## config.mk

```make
export PLATFORM = sky130hd
export DESIGN_NAME = blink_gen
export DESIGN_NICKNAME = d
export VERILOG_FILES = /design/src/rtl/blink_pkg.sv /design/src/rtl/blink_vsync_edge.sv /design/src/rtl/blink_frame_counter.sv /design/src/rtl/blink_split_cmp.sv /design/src/rtl/blink_gen.sv
export SDC_FILE = /design/constraint.sdc
export NUM_CORES = 1
export LEC_CHECK = 0
export ABC_AREA = 1
export BUFFER_PORTS_ARGS = -buffer_cell sky130_fd_sc_hd__buf_2
export CAP_MARGIN = 0
export CORE_UTILIZATION = 50
export CTS_CLUSTER_DIAMETER = 150
export DETAILED_ROUTE_END_ITERATION = 10
export HOLD_SLACK_MARGIN = 0.06
export PLACE_DENSITY_LB_ADDON = 0.05
export SYNTH_ARGS = -nofsm -noshare
export SYNTH_HDL_FRONTEND = slang
export SYNTH_SLANG_ARGS = --single-unit
```

## constraint.sdc

```tcl
create_clock -name clk -period 7.4 [get_ports clk]
set_input_delay 1.48 -clock clk [delete_from_list [all_inputs] [get_ports clk]]
set_output_delay 1.48 -clock clk [all_outputs]
set_load 0.02 [all_outputs]
```

## src/rtl/blink_pkg.sv

```systemverilog
package blink_pkg;

    typedef enum logic [1:0] {
        SPLIT_HALF    = 2'b00,
        SPLIT_QUARTER = 2'b01,
        SPLIT_THREE_Q = 2'b10,
        SPLIT_HALF_B  = 2'b11
    } blink_split_e;

endpackage

```

## src/rtl/blink_vsync_edge.sv

```systemverilog
module blink_vsync_edge #(
    parameter int unsigned SYNC_STAGES = 2
) (
    input  logic clk,
    input  logic rst_n,
    input  logic vsync_in,
    input  logic act_high,
    output logic frame_edge
);

    typedef struct packed {
        logic [SYNC_STAGES-1:0] sync;
        logic                   prev;
    } edge_state_t;

    edge_state_t st_d, st_q;
    logic        active_lvl;

    // Normalise before synchronising so reset (all zero) means "inactive".
    assign active_lvl = (vsync_in == act_high);

    always_comb begin
        st_d         = st_q;
        st_d.sync[0] = active_lvl;
        for (int i = 1; i < int'(SYNC_STAGES); i++) begin
            st_d.sync[i] = st_q.sync[i-1];
        end
        st_d.prev    = st_q.sync[SYNC_STAGES-1];
    end

    always_ff @(posedge clk or negedge rst_n) begin
        if (!rst_n) begin
            st_q <= '0;
        end else begin
            st_q <= st_d;
        end
    end

    assign frame_edge = st_q.sync[SYNC_STAGES-1] & ~st_q.prev;

endmodule

```

## src/rtl/blink_frame_counter.sv

```systemverilog
module blink_frame_counter
    import blink_pkg::*;
#(
    parameter int unsigned MIN_LOG2 = 4,
    parameter int unsigned PSEL_W   = 2,
    localparam int unsigned CNT_W   = MIN_LOG2 + (1 << PSEL_W) - 1
) (
    input  logic              clk,
    input  logic              rst_n,
    input  logic              frame_edge,
    input  logic [PSEL_W-1:0] period_sel,
    input  blink_split_e      split_sel,
    output logic [CNT_W-1:0]  cnt,
    output logic [PSEL_W-1:0] psel_cur,
    output blink_split_e      split_cur
);

    typedef struct packed {
        logic [CNT_W-1:0]  cnt;
        logic [PSEL_W-1:0] psel;
        blink_split_e      split;
    } cnt_state_t;

    cnt_state_t       st_d, st_q;
    logic [CNT_W:0]   divisor;
    logic [CNT_W-1:0] last_cnt;
    logic             at_last;

    assign divisor  = (CNT_W+1)'(1) << (MIN_LOG2 + int'(st_q.psel));
    assign last_cnt = CNT_W'(divisor - (CNT_W+1)'(1));
    assign at_last  = (st_q.cnt == last_cnt);

    always_comb begin
        st_d = st_q;
        // Settings follow the inputs only during the first frame of a period.
        if (st_q.cnt == '0) begin
            st_d.psel  = period_sel;
            st_d.split = split_sel;
        end
        if (frame_edge) begin
            st_d.cnt = at_last ? '0 : st_q.cnt + CNT_W'(1);
        end
    end

    always_ff @(posedge clk or negedge rst_n) begin
        if (!rst_n) begin
            st_q <= '{cnt: '0, psel: '0, split: SPLIT_HALF};
        end else begin
            st_q <= st_d;
        end
    end

    assign cnt       = st_q.cnt;
    assign psel_cur  = st_q.psel;
    assign split_cur = st_q.split;

endmodule

```

## src/rtl/blink_split_cmp.sv

```systemverilog
module blink_split_cmp
    import blink_pkg::*;
#(
    parameter int unsigned MIN_LOG2 = 4,
    parameter int unsigned PSEL_W   = 2,
    localparam int unsigned CNT_W   = MIN_LOG2 + (1 << PSEL_W) - 1
) (
    input  logic [CNT_W-1:0]  cnt,
    input  logic [PSEL_W-1:0] psel,
    input  blink_split_e      split,
    output logic              visible
);

    logic [CNT_W:0] divisor;
    logic [CNT_W:0] half_lim;
    logic [CNT_W:0] quarter_lim;
    logic [CNT_W:0] limit;

    assign divisor     = (CNT_W+1)'(1) << (MIN_LOG2 + int'(psel));
    assign half_lim    = divisor >> 1;
    assign quarter_lim = divisor >> 2;

    always_comb begin
        unique case (split)
            SPLIT_QUARTER: limit = quarter_lim;
            SPLIT_THREE_Q: limit = half_lim + quarter_lim;
            default:       limit = half_lim;
        endcase
    end

    assign visible = ({1'b0, cnt} < limit);

endmodule

```

## src/rtl/blink_gen.sv

```systemverilog
module blink_gen
    import blink_pkg::*;
#(
    parameter int unsigned SYNC_STAGES = 2,
    parameter int unsigned MIN_LOG2    = 4,
    parameter int unsigned PSEL_W      = 2,
    localparam int unsigned CNT_W      = MIN_LOG2 + (1 << PSEL_W) - 1
) (
    input  logic              clk,
    input  logic              rst_n,
    input  logic              vsync_in,
    input  logic              vsync_act_high,
    input  logic [PSEL_W-1:0] period_sel,
    input  logic [1:0]        ratio_sel,
    output logic              blink_on
);

    logic              frame_edge;
    logic [CNT_W-1:0]  cnt;
    logic [PSEL_W-1:0] psel_cur;
    blink_split_e      split_cur;

    blink_vsync_edge #(
        .SYNC_STAGES(SYNC_STAGES)
    ) i_edge (
        .clk       (clk),
        .rst_n     (rst_n),
        .vsync_in  (vsync_in),
        .act_high  (vsync_act_high),
        .frame_edge(frame_edge)
    );

    blink_frame_counter #(
        .MIN_LOG2(MIN_LOG2),
        .PSEL_W  (PSEL_W)
    ) i_cnt (
        .clk       (clk),
        .rst_n     (rst_n),
        .frame_edge(frame_edge),
        .period_sel(period_sel),
        .split_sel (blink_split_e'(ratio_sel)),
        .cnt       (cnt),
        .psel_cur  (psel_cur),
        .split_cur (split_cur)
    );

    blink_split_cmp #(
        .MIN_LOG2(MIN_LOG2),
        .PSEL_W  (PSEL_W)
    ) i_cmp (
        .cnt    (cnt),
        .psel   (psel_cur),
        .split  (split_cur),
        .visible(blink_on)
    );

endmodule

```

# Yosys cells after proc, flatten, opt, wreduce, memory -nomap -nowiden
# Index checks and enable logic that the tools add are counted.
# totals
out_inout_bits,1
ram_bits,0
wordCells,20
latch_bits,0
input_bits,8
memories,0
ff_bits,14
mem_bits_ro,0
# op_classes
bitwise_logic,2
mux,2
shifts,1
eq_ne,4
n_reduce_logical,1
n_div,0
addsub,4
n_lt_le_gt_ge,1
multipliers,0
# ops
op,n
case mux 8 bit (2 select lines),1
adder 7 x 6 -> 8 bit,1
less-than comparator 7 x 8 -> 1 bit,1
"<< shifter 1 x 4 -> 8 bit, first input constant",1
"adder 7 x 1 -> 7 bit, second input constant",1
== test 7 bit,1
logical NOT 7 bit,1
2-to-1 mux 7 bit,1
"subtractor 7 x 1 -> 7 bit, second input constant",1
"adder 3 x 2 -> 4 bit, first input constant",1
"== test 2 x 1 -> 1 bit, second input constant",1
"== test 2 bit, second input constant",1
AND 1 bit,1
== test 1 bit,1
inverter 1 bit,1

# Depth between registers and ports, before layout
# depth
word_depth,5
mapped_depth,17

# Cells and area by module
# Synthesis repeated with hierarchy kept, for this count alone.
# unflattened
cells_unflattened,143
area_unflattened_um2,1088.5
# by_module_without_submodules
mod,cells_per_inst,seq_area_each_um2,area_each_um2,n_inst
blink_frame_counter,78,275.3,628.1,1
blink_split_cmp,55,0.0,359.1,1
blink_vsync_edge,10,75.1,101.3,1

# Worst setup path after synthesis
# Ideal clock, no wire load.
# synth_path
path_kind,reg2out
start,register i_cnt.st_q (netlist bit i_cnt.psel_cur[0])
end,output blink_on
stages_incl_launch_ff,16
path_slack_ps,3902
arrival_time_ps,2018
path_buffers,0
path_cell_list,dfrtp_1 > inv_1 > ha_1 > ha_1 > nand2_1 > nand2_1 > nand2_1 > nand2_1 > o21ai_0 > o21ai_0 > ha_1 > a21oi_1 > nand2_1 > nand2_1 > nand2_1 > nand2_1
# synth_via
elab_chain_len,5
# synth_rtl
item,line_no,text
start: declaration,blink_frame_counter.sv:24,"cnt_state_t st_d, st_q;"
start signal: assignment,blink_frame_counter.sv:47,"st_q <= '{cnt: '0, psel: '0, split: SPLIT_HALF};"
start signal: assignment,blink_frame_counter.sv:49,st_q <= st_d;
adder 3 x 2 -> 4 bit (*),blink_split_cmp.sv:19,assign divisor = (CNT_W+1)'(1) << (MIN_LOG2 + int'(psel));
<< shifter 1 x 4 -> 8 bit (*),--,
adder 7 x 6 -> 8 bit,blink_split_cmp.sv:26,SPLIT_THREE_Q: limit = half_lim + quarter_lim;
case mux 8 bit (2 select lines) (*),blink_split_cmp.sv:24,unique case (split)
less-than comparator 7 x 8 -> 1 bit (*),blink_split_cmp.sv:31,"assign visible = ({1'b0, cnt} < limit);"
end: declaration,blink_gen.sv:15,output logic blink_on
# Mark *: on every way between the ends. The rest lies on a longest branch, timed or not.

# Final worst setup path
# Ends and elaborated chain as after synthesis.

==> out/metrics.csv <==
metric;value;unit
top post-synthesis cells by area;dfrtp_1, ha_1, nand2_1;
Num CTS Buffers;3;
Int Pwr;0.240;mW
CP required;5.92;ns
Routed Antenna Nets;0;
Final #Nets;182;
CTS Buffer Depth;2;
Reg-to-Reg End;i_cnt.cnt[4];
Gate power share;63.4;%
slew margin rel.;79.1;%
die area;2410;µm²
First-pass DRT Iterations;4;
Setup Buffers After CTS;0;
n_diodes;0;
clk slew on worst S/H paths;0.07;ns
top cell type by total area after synthesis;dfrtp_1;
crit path capture type;primary output;
arrival time at the worst endpoint;2.52;ns
Synth top cells by count;nand2_1, inv_1, ha_1;
Cells after Synth;145;
Clock Latency Late Sink;0.27;ns
status;finished clean;
worst-path maximum fanout;5;
core area;2020;µm²
Hold Crit Endpoint;i_edge.st_d[0];
R2R cell count;10;
first-pass GRT wire length;3480;µm
CP Class;reg -> out;
share of flip-flops with an asynchronous set or reset;100;%
setup TNS;0;ns
initial DRC count;11;
RSZ-0062 raised after global routing;false;
final hold viol count;0;
FF/Latch Area;350;µm²
die width;49.1;µm
CTS Hold Bufs;0;
CTS H-tree depth;1;
Ys Warns;0;
wirelength, routed;1890;µm
Main synth FF type;dfrtp_1;
switch share;49.3;%
total power;0.474;mW
post-cts repair resize count;0;
fin. max-slew vios;0;
row count;16;
Worst Clk Skew;0.000908;ns
detailed placement HPWL;1580;µm
I/O Buffers;8;
share of the synthesized area in the top cell type;31.6;%
hold path depth;0;
Hold WS;0.359;ns
Mapped Nets;169;
Clock Power Share;8.7;%
Max IR drop VDD;236;µV
LEAKAGE;0.644;nW
Period Utilization, post-route;54.1;%
GPL Wtd Cong;0.874;
EDFF count, synth;0;
I/O pins;9;
post-synthesis sequential area ratio;31.6;%
R2R Path Start;i_cnt.psel_cur[0];
initial antenna violation count;0;
area of the multi-input gates;663;µm²
Hold Path Class;reg -> reg;
All-Layer GR Usage;19.2;%
clk sink count;14;
largest net degree at the start of global routing;15;
Netlist Area Pre-Place;1110;µm²
Psw;0.234;mW
synthesized area per cell;7.64;µm²
max_cap viols;0;
Seq pwr share;27.9;%
Fill cells;199;
vias;898;
drt drc;0;
Max Freq;250;MHz
Hold Path Origin;i_edge.st_d[2];
#FFs+latches synth;14;
final setup fails;0;
pwr dens;394;nW/µm²
Avg WL per Cell;10.3;µm
CTS tree;built;
Netlist cell types;25;
layout cells sized above 1;16.7;%
min Tclk post-route;4.00;ns
Die Y;49.1;µm
CTS Root Buffer Type;clkbuf_4;
internal reg-to-reg setup slack;5.74;ns
crit start category;flip-flop;
total gr overflow;0;
area grow syn2layout;8.70;%
Initial Util;54.8;%
vias in the first global route;798;
Worst-Margin Slew;0.312;ns
via/cell ratio;4.91;
count leader, synth;nand2_1;
## placed cells by master, fill, tap and decap left out, drive strengths merged
cell type	n
nand2	46
inv	25
ha	16
dfrtp	14
nor2	10
o21ai	9
buf	8
nand3	8
a21oi	6
clkbuf	3
nor3	3
nand4	2
o211ai	1
o2bb2ai	1
nand3b	1
or2	1
xnor2	1
xor2	1
## area by class of cell
type | instances | area share, %
Tap cell | 27 | 2.81
Inverter | 25 | 7.80
Multi-Input combinational cell | 106 | 55.1
Timing Repair Buffer | 8 | 3.33
Sequential cell | 14 | 29.1
Clock buffer | 3 | 1.87
## cells by family after synthesis
| family | Yosys count | synth area share [%] |
|---|---|---|
| AO/OA/AOI/OAI | 17 | 8.25 |
| XOR/XNOR | 2 | 1.58 |
| adder cells (fa/ha/maj) | 16 | 18.1 |
| buffers and inverters | 25 | 8.47 |
| flip-flops | 14 | 31.6 |
| AND/OR/NAND/NOR | 71 | 32.0 |
## flip-flops by register name, summed over array words and instances, names as in the netlist
name	flops
i_cnt.cnt	7
i_cnt.psel_cur	2
i_cnt.split_cur	2
i_edge.st_d	2
i_edge.st_q	1
## per-layer routing
metal | global-route usage, % | wire length, µm
met4 | 8.82 | 32
met1 | 26.6 | 1000
met2 | 27.9 | 789
met3 | 4.67 | 65
met5 | 0 | 0
## power groups by stage
stage,clock network [mW],logic (mW),registers (mW)
finish,0.0410,0.301,0.132
global route,0.0474,0.354,0.137
CTS,0.0437,0.303,0.133
detailed placement,0,0.300,0.134
global placement,0,0.293,0.132
floorplan,0,0.244,0.125
## worst max-delay path, stage by stage (launching register included)
cell and delay (ns):
dfrtp_1 0.42, inv_1 0.08, ha_1 0.26, ha_1 0.21, nand2_1 0.06, nand2_1 0.08
nand2_1 0.06, nand2_1 0.04, o21ai_0 0.12, o21ai_0 0.11, ha_1 0.30, a21oi_1 0.14
nand2_1 0.07, nand2_1 0.05, nand2_1 0.04, nand2_1 0.04, buf_2 0.15
## stage by stage
stage / setup slack (ns) / std cells / area [µm²] / util [%]
5_1_grt: 3.09 / 183 / 1200 / 59.5
6_report: 3.40 / 183 / 1200 / 59.5
3_3_place_gp: 3.73 / 180 / 1180 / 58.4
2_1_floorplan: 3.90 / 145 / 1110 / -
4_1_cts: 3.36 / 183 / 1200 / 59.5
3_5_place_dp: 3.68 / 180 / 1180 / 58.4
## worst max-delay path by stage
stage / to / depth (start not counted) / start
finish: blink_on / 16 / i_cnt.psel_cur[0]
global route: blink_on / 18 / i_cnt.psel_cur[0]
CTS: blink_on / 16 / i_cnt.psel_cur[0]
detailed placement: blink_on / 16 / i_cnt.psel_cur[1]
global placement: blink_on / 16 / i_cnt.psel_cur[0]
floorplan: blink_on / 15 / i_cnt.psel_cur[0]
(Power assumes the default switching activity.)
